## config.mk

```make
export PLATFORM = sky130hd
export DESIGN_NAME = crt_monitor
export DESIGN_NICKNAME = d
export VERILOG_FILES = /design/src/rtl/crt_pkg.sv /design/src/rtl/crt_ref_store.sv /design/src/rtl/crt_eq_cmp.sv /design/src/rtl/crt_ctrl.sv /design/src/rtl/crt_monitor.sv
export SDC_FILE = /design/constraint.sdc
export NUM_CORES = 1
export LEC_CHECK = 0
export BUFFER_PORTS_ARGS = -buffer_cell sky130_fd_sc_hd__buf_2
export CAP_MARGIN = 10
export CORE_MARGIN = 3
export CORE_UTILIZATION = 55
export DETAILED_ROUTE_END_ITERATION = 8
export GPL_TIMING_DRIVEN = 0
export PLACE_DENSITY = 0.86
export SLEW_MARGIN = 20
export SYNTH_ARGS = -nofsm -noshare
export SYNTH_HDL_FRONTEND = slang
export SYNTH_SLANG_ARGS = --single-unit
```

## constraint.sdc

```tcl
create_clock -name clk_i -period 4.4 [get_ports clk_i]
set_clock_uncertainty 0.1 [all_clocks]
set_input_delay 0.88 -clock clk_i [delete_from_list [all_inputs] [get_ports clk_i]]
set_output_delay 0.88 -clock clk_i [all_outputs]
set_load 0.05 [all_outputs]
```

## src/rtl/crt_pkg.sv

```systemverilog
package crt_pkg;
  typedef enum logic [1:0] {
    ST_EMPTY  = 2'd0,
    ST_ARMED  = 2'd1,
    ST_FAILED = 2'd2
  } crt_state_e;
endpackage

```

## src/rtl/crt_ref_store.sv

```systemverilog
module crt_ref_store #(
  parameter int W = 64
) (
  input  logic         clk_i,
  input  logic         rst_ni,
  input  logic         load_i,
  input  logic [W-1:0] data_i,
  output logic [W-1:0] ref_o
);
  always_ff @(posedge clk_i or negedge rst_ni) begin
    if (!rst_ni)     ref_o <= '0;
    else if (load_i) ref_o <= data_i;
  end
endmodule

```

## src/rtl/crt_eq_cmp.sv

```systemverilog
module crt_eq_cmp #(
  parameter int W      = 64,
  parameter int LANE_W = 16
) (
  input  logic [W-1:0] a_i,
  input  logic [W-1:0] b_i,
  output logic         eq_o
);
  localparam int LANES = (W + LANE_W - 1) / LANE_W;
  localparam int PAD_W = LANES * LANE_W;

  logic [PAD_W-1:0] a_pad, b_pad;
  logic [LANES-1:0] lane_eq;

  assign a_pad = {{(PAD_W-W){1'b0}}, a_i};
  assign b_pad = {{(PAD_W-W){1'b0}}, b_i};

  // split the wide compare into lanes to keep the reduction tree shallow
  for (genvar g = 0; g < LANES; g++) begin : g_lane
    assign lane_eq[g] = (a_pad[g*LANE_W +: LANE_W] == b_pad[g*LANE_W +: LANE_W]);
  end

  assign eq_o = &lane_eq;
endmodule

```

## src/rtl/crt_ctrl.sv

```systemverilog
module crt_ctrl
  import crt_pkg::*;
(
  input  logic clk_i,
  input  logic rst_ni,
  input  logic in_valid_i,
  input  logic out_ready_i,
  input  logic eq_i,
  output logic in_ready_o,
  output logic out_valid_o,
  output logic load_o,
  output logic fail_o
);
  crt_state_e state_q, state_d;
  logic       accept;

  always_comb begin
    in_ready_o  = 1'b1;
    out_valid_o = 1'b0;
    case (state_q)
      ST_ARMED: begin
        if (!eq_i) begin
          in_ready_o  = out_ready_i;
          out_valid_o = in_valid_i;
        end
      end
      default: ;
    endcase
  end

  assign accept = in_valid_i && in_ready_o;

  always_comb begin
    state_d = state_q;
    load_o  = 1'b0;
    case (state_q)
      ST_EMPTY: begin
        if (accept) begin
          state_d = ST_ARMED;
          load_o  = 1'b1;
        end
      end
      ST_ARMED: begin
        if (accept) begin
          if (eq_i) state_d = ST_FAILED;
          else      load_o  = 1'b1;
        end
      end
      default: state_d = ST_FAILED;
    endcase
  end

  always_ff @(posedge clk_i or negedge rst_ni) begin
    if (!rst_ni) state_q <= ST_EMPTY;
    else         state_q <= state_d;
  end

  assign fail_o = (state_q == ST_FAILED);
endmodule

```

## src/rtl/crt_monitor.sv

```systemverilog
module crt_monitor #(
  parameter int W      = 64,
  parameter int LANE_W = 16
) (
  input  logic         clk_i,
  input  logic         rst_ni,
  input  logic         in_valid_i,
  output logic         in_ready_o,
  input  logic [W-1:0] in_data_i,
  output logic         out_valid_o,
  input  logic         out_ready_i,
  output logic [W-1:0] out_data_o,
  output logic         fail_o
);
  logic [W-1:0] ref_q;
  logic         eq;
  logic         load;

  crt_ref_store #(.W(W)) u_ref (
    .clk_i  (clk_i),
    .rst_ni (rst_ni),
    .load_i (load),
    .data_i (in_data_i),
    .ref_o  (ref_q)
  );

  crt_eq_cmp #(.W(W), .LANE_W(LANE_W)) u_cmp (
    .a_i  (in_data_i),
    .b_i  (ref_q),
    .eq_o (eq)
  );

  crt_ctrl u_ctrl (
    .clk_i       (clk_i),
    .rst_ni      (rst_ni),
    .in_valid_i  (in_valid_i),
    .out_ready_i (out_ready_i),
    .eq_i        (eq),
    .in_ready_o  (in_ready_o),
    .out_valid_o (out_valid_o),
    .load_o      (load),
    .fail_o      (fail_o)
  );

  assign out_data_o = in_data_i;
endmodule

```

==> results of run 1 <==
-- worst min path at each step --
stage                       to  slack (ns)  cells after the start
2_1_floorplan   u_ref.ref_o[0]        0.38                      2
3_5_place_dp   u_ref.ref_o[50]        0.40                      2
3_3_place_gp    u_ref.ref_o[8]        0.39                      2
4_1_cts        u_ref.ref_o[45]        0.38                      1
6_report       u_ref.ref_o[45]        0.37                      1
5_1_grt         u_ref.ref_o[9]        0.40                      1
-- cell type report --
| cell class | instances | area share |
|---|---|---|
| buffer | 84 | 0.1139 |
| clock buffer | 15 | 0.03958 |
| timing repair buffer | 135 | 0.1397 |
| tap | 96 | 0.02420 |
| multi-input combinational | 289 | 0.3489 |
| clock inverter | 1 | 0.001008 |
| sequential | 66 | 0.3327 |
-- synthesized netlist by cell type (all sizes together) --
master,n
nand2,130
buf,73
dfrtp,66
a22oi,64
xor2,64
nor4,17
clkbuf,11
nand4,4
nor2b,3
a31o,1
a31oi,1
and2,1
nand2b,1
nor2,1
o21bai,1
or3,1
-- registers in the layout, summed over array words and instances, names as in the netlist --
register / cells
u_ref.ref_o: 64
u_ctrl.state_q: 2
-- report_power, final --
group	leakage, nW	internal, mW	switching (mW)
combinational	1.80	0.180	0.296
clock	0.106	0.281	0.229
sequential	0.806	0.687	0.0595
-- critical path: stages --
cell	delay (ns)
buf_2	0.13
xor2_1	0.14
nor4_1	0.47
nand4_1	0.18
nor4_2	0.54
or3_2	0.20
buf_2	0.25
-- per-layer routing --
| metal | GRT usage | vias to the layer above | share of wire |
|---|---|---|---|
| li1 | - | 1715 | - |
| met1 | 0.3023 | 1675 | 0.41 |
| met2 | 0.4126 | 159 | 0.49 |
| met3 | 0.05333 | 26 | 0.077 |
| met4 | 0.1135 | 0 | 0.025 |
| met5 | 0 | - | 0 |
-- logic make-up after synthesis --
| group | count (synthesis) | synth area share |
|---|---|---|
| AO/OA/AOI/OAI | 67 | 0.1274 |
| AND/OR/NAND/NOR | 158 | 0.1692 |
| XOR/XNOR | 64 | 0.1420 |
| buffers and inverters | 84 | 0.1432 |
| flip-flops | 66 | 0.4182 |
-- through the flow --
step | setup slack (ns) | utilization
2_1_floorplan | 1.326 | -
4_1_cts | 0.6447 | 0.7226
3_3_place_gp | 0.7400 | 0.6900
5_1_grt | 0.4386 | 0.7226
6_report | 0.6257 | 0.7226
3_5_place_dp | 0.6486 | 0.6933
==> results.toml, run 1 <==
[final_layout]
drive_gt1_frac = 0.3797
layout.area.seq_sq_um = 1652
area_growth_pct = 25.70
mostFrequentLayoutCell = "buf_2"
stdcell_count = 686
layout_common_cells = "141 x buf_2, 130 x nand2_1, 66 x dfrtp_1"
final_cell_area_sq_um = 4964
fin_nets = 653
num_antenna_cells = 0
multi_input_area_sq_um = 1732
n_fill_cell = 526

[worst_setup_path]
crit_type = "input pin to output pin"
critPathRequiredTime_ns = 3.42
critPathLaunchType = "input pin"
cp-endpoint = "in_ready_o"
worstSetupStartpoint = "in_data_i[37]"
r2r-end = "u_ctrl.state_q[0]"
reg2reg_slack_ns = 2.27
critPathMaxFanout = 4
worstReg2RegStart = "u_ref.ref_o[37]"
r2r_cells = 5
critPathCaptureType = "output pin"
critPathArrivalTime_ns = 2.79

[global_routing]
grt_remaining_overflow = 0
grt_pass1_wl_microns = 16220
grt_pass1_vias = 3447
grt_max_degree = 37
antenna_found_initial = 0
grt_use_total = 0.2462

[pwr]
power_density_nw_per_um2 = 349.3
p_total_mw = 1.734
leakage_nw = 2.713
ir_drop_uv = 223.3

[sta]
hold_viol = 0
max_freq_ghz = 0.2650
setup_viol = 0
hold_ws_ns = 0.3668
tightest_slew_ns = 0.4989
slew_headroom = 0.6646
layout_min_cycle_time_ns = 3.774
drv_slew = 0
rsz0062_at_grt = "false"
setup_tns_ns = 0
fin_crit_sh = 0.8578

[synthesis]
ys_seq_elements = 66
seq_area_frac_synth = 0.4183
synth_fp_nets = 507
ys_warn_count = 0
yosysTopAreaCell = "dfrtp_1"
synth_cell_types = 19
syn_area_per_cell_sq_um = 8.995
yosys-top-cells-area = "dfrtp_1 42%, xor2_1 14%, nand2_1 12%"
syn_area_sq_um = 3949
synth.top_cell.area_share = 0.4183
synthCells = 439

[clocking]
clkTransAtPathRegs_ns = 0.07
cts_sinks = 66
numCtsBuffers = 9
cts-root-buf = "clkbuf_8"
hold_buffers = 0
max-clock-path-buffers = 2
cts_tree = "yes"
post_cts_resized = 0
clk_latency_ns = 0.34
post-cts-setup-buffers = 0
htree_levels = 3

[floorplanning]
die_width_microns = 90.73
dieArea_sq_um = 8232
ios = 135
start_util = 0.5749
core_sq_um = 6869
die_h_microns = 90.73
std_cell_rows = 30

[placement]
dp_cells = 670
place_congestion = 0.8068
hpwl_microns = 7651
port_buffers = 134
placed_area_sq_um = 4762

[detailed_routing]
vias_per_cell = 5.211
num_vias = 3575
wire_per_inst_microns = 14.67
firstDrtPassIters = 5
ant_nets = 0
drc = 0
drt_wl_total_microns = 10070
drt_iter0_drc = 194

[flow_run]
drv_cap = 0

[status]
status = "complete, no violations"

[worst_hold_path]
hp-class = "input pin to asynchronous set/reset pin"
Note: power is estimated with default switching activity, not from simulation.
==> run 2: changes to the inputs <==
--- a/config.mk
+++ b/config.mk
@@ -7,6 +7,7 @@
 export LEC_CHECK = 0
 export BUFFER_PORTS_ARGS = -buffer_cell sky130_fd_sc_hd__buf_2
 export CAP_MARGIN = 10
+export CORE_ASPECT_RATIO = 0.6
 export CORE_MARGIN = 3
 export CORE_UTILIZATION = 55
 export DETAILED_ROUTE_END_ITERATION = 8
@@ -15,4 +16,5 @@
 export SLEW_MARGIN = 20
 export SYNTH_ARGS = -nofsm -noshare
 export SYNTH_HDL_FRONTEND = slang
+export SYNTH_HIERARCHICAL = 1
 export SYNTH_SLANG_ARGS = --single-unit
==> run 2 against run 1 <==
  * Sequential power rose by 2%
  * Largest power group is now clock
  * Clock power rose by 51%
  * Highest routed layer unchanged
  * Register-to-register slack got worse by 0.71 ns
  * Sequential share of layout area fell by 0.91 points
  * Global-route usage fell by 3.7 points
  * Sequential cell count did not move
==> results.toml, run 2 <==
[worst_setup_path]
crit_type = "input pin to output pin"
worstSetupStartpoint = "in_data_i[28]"
worstReg2RegStart = "u_ref/ref_o[28]"
cp_num_cells = 8
critPathArrivalTime_ns = 2.85
critPathMaxFanout = 4
path_buf_inv = 2
reg2reg_slack_ns = 1.56
cp_cell_sequence = "buf_2 -> xor2_1 -> nor4_1 -> nand4_1 -> nor4_2 -> nand2b_1 -> or3_1 -> buf_2"
critPathLaunchType = "input pin"
worst_path_largest_cell_delay_ns = 0.50
cpMaxStageDelayCell = "nor4_2"
cp_common_cell = "buf_2"
critPathCaptureType = "output pin"
r2r_cells = 9
critPathRequiredTime_ns = 3.42
cp-endpoint = "in_ready_o"
r2r-end = "u_ref/ref_o[59]"
critical_path.top_delay_family = "simple AND/OR/NAND/NOR gates"

[sta]
setup_viol = 0
drv_slew = 0
layout_min_cycle_time_ns = 3.833
fin_crit_sh = 0.8712
hold_viol = 0
max_freq_ghz = 0.2609
hold_ws_ns = 0.3885
tightest_slew_ns = 0.4226
setup_tns_ns = 0
slew_headroom = 0.7159
rsz0062_at_grt = "false"

[pwr]
power.share.sequential = 0.369
leakage_nw = 2.619
netSwitchingPower_mw = 0.5906
swShare = 0.2864
clockPowerShare = 0.375
internal-power_mw = 1.472
p_comb_frac = 0.255
ir_drop_uv = 262.9
power_density_nw_per_um2 = 404.1

[clocking]
cts-root-buf = "clkbuf_16"
cts_tree = "yes"
hold_buffers = 0
cts_sinks = 66
post_cts_resized = 0
clkTransAtPathRegs_ns = 0.05
htree_levels = 3
post-cts-setup-buffers = 0
clk_latency_ns = 0.32
numCtsBuffers = 9
max-clock-path-buffers = 2

[floorplanning]
die_width_microns = 115.7
std_cell_rows = 23
start_util = 0.5800
die_h_microns = 71.83
core_sq_um = 6849
ios = 135
dieArea_sq_um = 8312

[final_layout]
largest_reg_flops = 64
drive_gt1_frac = 0.6465
post-route-util = 0.7452
num_antenna_cells = 0
top_regs = "u_ref/ref_o: 64 flops, u_ctrl/state_q: 2 flops"
top_register = "u_ref/ref_o"
area_growth_pct = 28.47
mostFrequentLayoutCell = "buf_2"
fin_nets = 510
layout_common_cells = "133 x buf_2, 66 x dfrtp_1, 65 x buf_4"

[global_routing]
antenna_found_initial = 0
grt_pass1_wl_microns = 13190
grt_pass1_vias = 2689
grt_use_total = 0.2091
grt_remaining_overflow = 0
grt_max_degree = 38

[status]
status = "complete, no violations"

[detailed_routing]
drc = 0
num_vias = 2587
vias_per_cell = 4.845
drt_iter0_drc = 94
drt_wl_total_microns = 8170
firstDrtPassIters = 4
ant_nets = 0
wire_per_inst_microns = 15.30

[synthesis]
synth.top_cell.area_share = 0.4157
syn_area_per_cell_sq_um = 13.42
synth_most_common_cell = "dfrtp_1"
synth_cell_types = 18
synthCells = 296
synth_top_family_by_area = "multiplexers"
syn_area_sq_um = 3973
yosys-top-cells-area = "dfrtp_1 42%, mux2_4 23%, xor2_1 14%"
seq_area_frac_synth = 0.4157
ys_seq_elements = 66
synthFlopType = "dfrtp_1"
muxShareOfSynthArea = 0.2381
yosys.area_share.simple = 0.04409
ys_warn_count = 6
async_reset_ff_frac = 1.000
synth_fp_nets = 364
synth_xor_area_frac = 0.1411
synth_compound_area_frac = 0.006929
synthAdderAreaFrac = 0
yosysTopAreaCell = "dfrtp_1"
ys_top_cells_by_count = "66 x dfrtp_1, 64 x buf_4, 64 x xor2_1, 60 x mux2_4, 16 x nor4_1"
synth-edff-count = 0

[placement]
hpwl_microns = 6081
place_congestion = 0.7519
port_buffers = 134

[worst_hold_path]
hp-class = "input pin to asynchronous set/reset pin"

[flow_run]
drv_cap = 0
-- run 2: changes by cell type after synthesis, moves of 4 or more --
cell	delta
nand2_1	-130
a22oi_1	-64
mux2_4	+60
clkbuf_1	-11
buf_2	-8
buf_12	+6
mux2_2	+4
-- run 2: logic make-up (layout without fill, tap and decap cells) --
logic type                count (synthesis)  in the layout
AOI/OAI and AO/OA                         4              4
xor gates and xnor gates                 64             64
buffers and inverters                    71            222
DFF                                      66             66
muxes                                    64             64
and+or+nand+nor                          27             27
-- run 2: power by group through the flow --
stage,sequential (mW),clock (mW),combinational (mW)
finish,0.762,0.774,0.526
global route,0.772,0.822,0.564
CTS,0.762,0.793,0.530
detailed placement,0.770,0,0.525
global placement,0.763,0,0.512
floorplan,0.755,0,0.401
-- run 2: worst min path at each step --
stage | depth (start not counted) | startpoint | end | slack, ns
2_1_floorplan | 1 | u_ctrl/state_q[1] | u_ctrl/state_q[1] | 0.38
3_3_place_gp | 1 | u_ctrl/state_q[1] | u_ctrl/state_q[1] | 0.41
3_5_place_dp | 1 | u_ref/ref_o[56] | u_ref/ref_o[56] | 0.41
4_1_cts | 1 | rst_ni | u_ref/ref_o[38] | 0.39
5_1_grt | 1 | rst_ni | u_ref/ref_o[38] | 0.41
6_report | 1 | rst_ni | u_ref/ref_o[38] | 0.39
-- run 2: cell type report --
class                   count  area (sq um)
repair buffers            135         693.2
well taps                  87         108.9
plain buffers              71         611.8
flip-flops and latches     66          1652
clock buffers              10         239.0
fillers                   492          1745
multi-input cells         159          1709
clock inverters             6         90.09
-- run 2: layer usage --
layer / up-vias / track usage / wire, microns
met5: - / 0 / 0
met4: 0 / 0.04247 / 27
met3: 2 / 0.06160 / 580
met2: 96 / 0.3385 / 3835
met1: 1255 / 0.2838 / 3727
li1: 1234 / - / -
-- run 2: worst register-to-register path, cell delays in order (launching register included) --
cell and delay (ns):
dfrtp_1 0.39, xor2_1 0.17, nor4_1 0.42, nand4_1 0.25
nor4_2 0.50, nand2b_1 0.16, a21oi_1 0.07, buf_6 0.18
buf_12 0.18, mux2_4 0.31
-- run 2: through the flow --
step / cells / area [sq um] / setup WS [ns] / total power, mW
after floorplan: 296 / 3973 / 1.138 / 1.155
after global placement: 517 / 4752 / 0.6272 / 1.274
after detailed placement: 518 / 4775 / 0.5683 / 1.295
after CTS: 534 / 5104 / 0.5354 / 2.086
after global routing: 534 / 5104 / 0.3736 / 2.159
final: 534 / 5104 / 0.5669 / 2.062
==> run 3: changes to the inputs <==
--- a/config.mk
+++ b/config.mk
@@ -11,7 +11,6 @@
 export CORE_MARGIN = 3
 export CORE_UTILIZATION = 55
 export DETAILED_ROUTE_END_ITERATION = 8
-export GPL_TIMING_DRIVEN = 0
 export PLACE_DENSITY = 0.86
 export SLEW_MARGIN = 20
 export SYNTH_ARGS = -nofsm -noshare
==> run 3 against run 2 <==
  * First-iteration DRC count down 6.4%
  * Final cell count down 13%
  * Combinational power down 11%
  * Sequential power about the same
  * Hold slack better by 0.035 ns
  * Via count down 11%
  * Clock power down 4.8%
  * Final area down 12%
  * Wire length down 11%
  * Sequential share of layout area up 4.4 points
  * Global-route usage down 2.7 points
  * Critical endpoint unchanged
  * Highest routed layer unchanged
==> results.toml, run 3 (synthesized netlist as in run 2, its figures left out) <==
[detailed_routing]
drc = 0
vias_per_cell = 4.963
firstDrtPassIters = 4
drt_wl_total_microns = 7267
drt_iter0_drc = 88
num_vias = 2298
wire_per_inst_microns = 15.70
ant_nets = 0

[worst_setup_path]
critPathCaptureType = "output pin"
critPathArrivalTime_ns = 2.93
worstReg2RegStart = "u_ref/ref_o[28]"
critPathLaunchType = "input pin"
crit_type = "input pin to output pin"
r2r_cells = 8
critPathRequiredTime_ns = 3.42
reg2reg_slack_ns = 1.43
r2r-end = "u_ref/ref_o[22]"
critPathMaxFanout = 4

[floorplanning]
die_width_microns = 115.7
std_cell_rows = 23
ios = 135
start_util = 0.5800
die_h_microns = 71.83
dieArea_sq_um = 8312
core_sq_um = 6849

[global_routing]
grt_max_degree = 65
grt_use_total = 0.1822
grt_remaining_overflow = 0
antenna_found_initial = 0
grt_pass1_wl_microns = 11700
grt_pass1_vias = 2370

[final_layout]
fin_nets = 440
n_fill_cell = 533
layout_common_cells = "133 x buf_2, 66 x dfrtp_1, 64 x xor2_1"
largest_reg_flops = 64
num_antenna_cells = 0
layout.area.seq_sq_um = 1652
final_cell_area_sq_um = 4489
area_growth_pct = 13.01
top_register = "u_ref/ref_o"
multi_input_area_sq_um = 1720
drive_gt1_frac = 0.5824
post-route-util = 0.6555
top_regs = "u_ref/ref_o: 64 flops, u_ctrl/state_q: 2 flops"
mostFrequentLayoutCell = "buf_2"

[clocking]
hold_buffers = 0
post-cts-setup-buffers = 0
post_cts_resized = 0
numCtsBuffers = 9
htree_levels = 3
cts_sinks = 66
clk_latency_ns = 0.32
cts-root-buf = "clkbuf_16"
cts_tree = "yes"
clkTransAtPathRegs_ns = 0.05
max-clock-path-buffers = 2

[placement]
place_congestion = 0.7473
placed_area_sq_um = 4179
port_buffers = 134
dp_slack_ns = 0.5450
hpwl_microns = 5294

[sta]
setup_tns_ns = 0
rsz0062_at_grt = "false"
tightest_slew_ns = 0.6088
drv_slew = 0
setup_viol = 0
slew_headroom = 0.5941
layout_min_cycle_time_ns = 3.907
max_freq_ghz = 0.2560
fin_ws_ns = 0.4934
fin_crit_sh = 0.8879
hold_viol = 0

[worst_hold_path]
whs_path_depth = 1
min_from = "u_ref/ref_o[63]"
holdPathEnd = "u_ref/ref_o[63]"
hp-class = "flop to flop"

[pwr]
p_total_mw = 1.966
ir_drop_uv = 218.3
power_density_nw_per_um2 = 437.9
leakage_nw = 2.251

[flow_run]
drv_cap = 0

[status]
status = "complete, no violations"
-- run 3: cell count changes in the layout (fill, tap and decap cells not counted), sizes merged --
cell,delta
clkbuf,-1
buf,-70
-- run 3: cell type report --
cell class	instances	area share
Clock buffer	9	0.05017
Clock inverter	6	0.01839
Multi-Input combinational cell	159	0.3832
Sequential cell	66	0.3679
Tap cell	87	0.02425
Timing Repair Buffer	136	0.1561
-- run 3: where the power goes --
part | switching [mW] | internal (mW)
clock network | 0.248 | 0.489
registers | 0.0642 | 0.696
logic | 0.249 | 0.219
-- run 3: worst max-delay path by stage --
stage	startpoint	endpoint	slack, ns	cells past startpoint
CTS	in_data_i[28]	in_ready_o	0.48	8
global route	in_data_i[28]	in_ready_o	0.37	8
global placement	in_data_i[28]	in_ready_o	0.58	8
floorplan	in_data_i[10]	in_ready_o	1.14	6
detailed placement	in_data_i[28]	in_ready_o	0.54	8
finish	in_data_i[28]	in_ready_o	0.49	8
-- run 3: worst max-delay path, cell delays in order --
cell      delay (ns)
buf_2           0.12
xor2_1          0.14
nor4_1          0.51
nand4_1         0.23
nor4_2          0.50
nand2b_1        0.19
or3_1           0.10
buf_2           0.25
-- run 3: routing by layer --
layer	GRT usage	routed length (microns)	share of wire	vias up
met4	0.04633	51	0.0070	0
li1	-	-	-	1096
met2	0.2872	3336	0.46	98
met1	0.2516	3397	0.47	1099
met3	0.05148	482	0.066	5
met5	0	0	0	-
-- run 3: per-stage QoR --
step,hold WS [ns],cells
6_report,0.4232,463
3_3_place_gp,0.4038,448
2_1_floorplan,0.3812,296
3_5_place_dp,0.4145,448
5_1_grt,0.4364,463
4_1_cts,0.4275,463
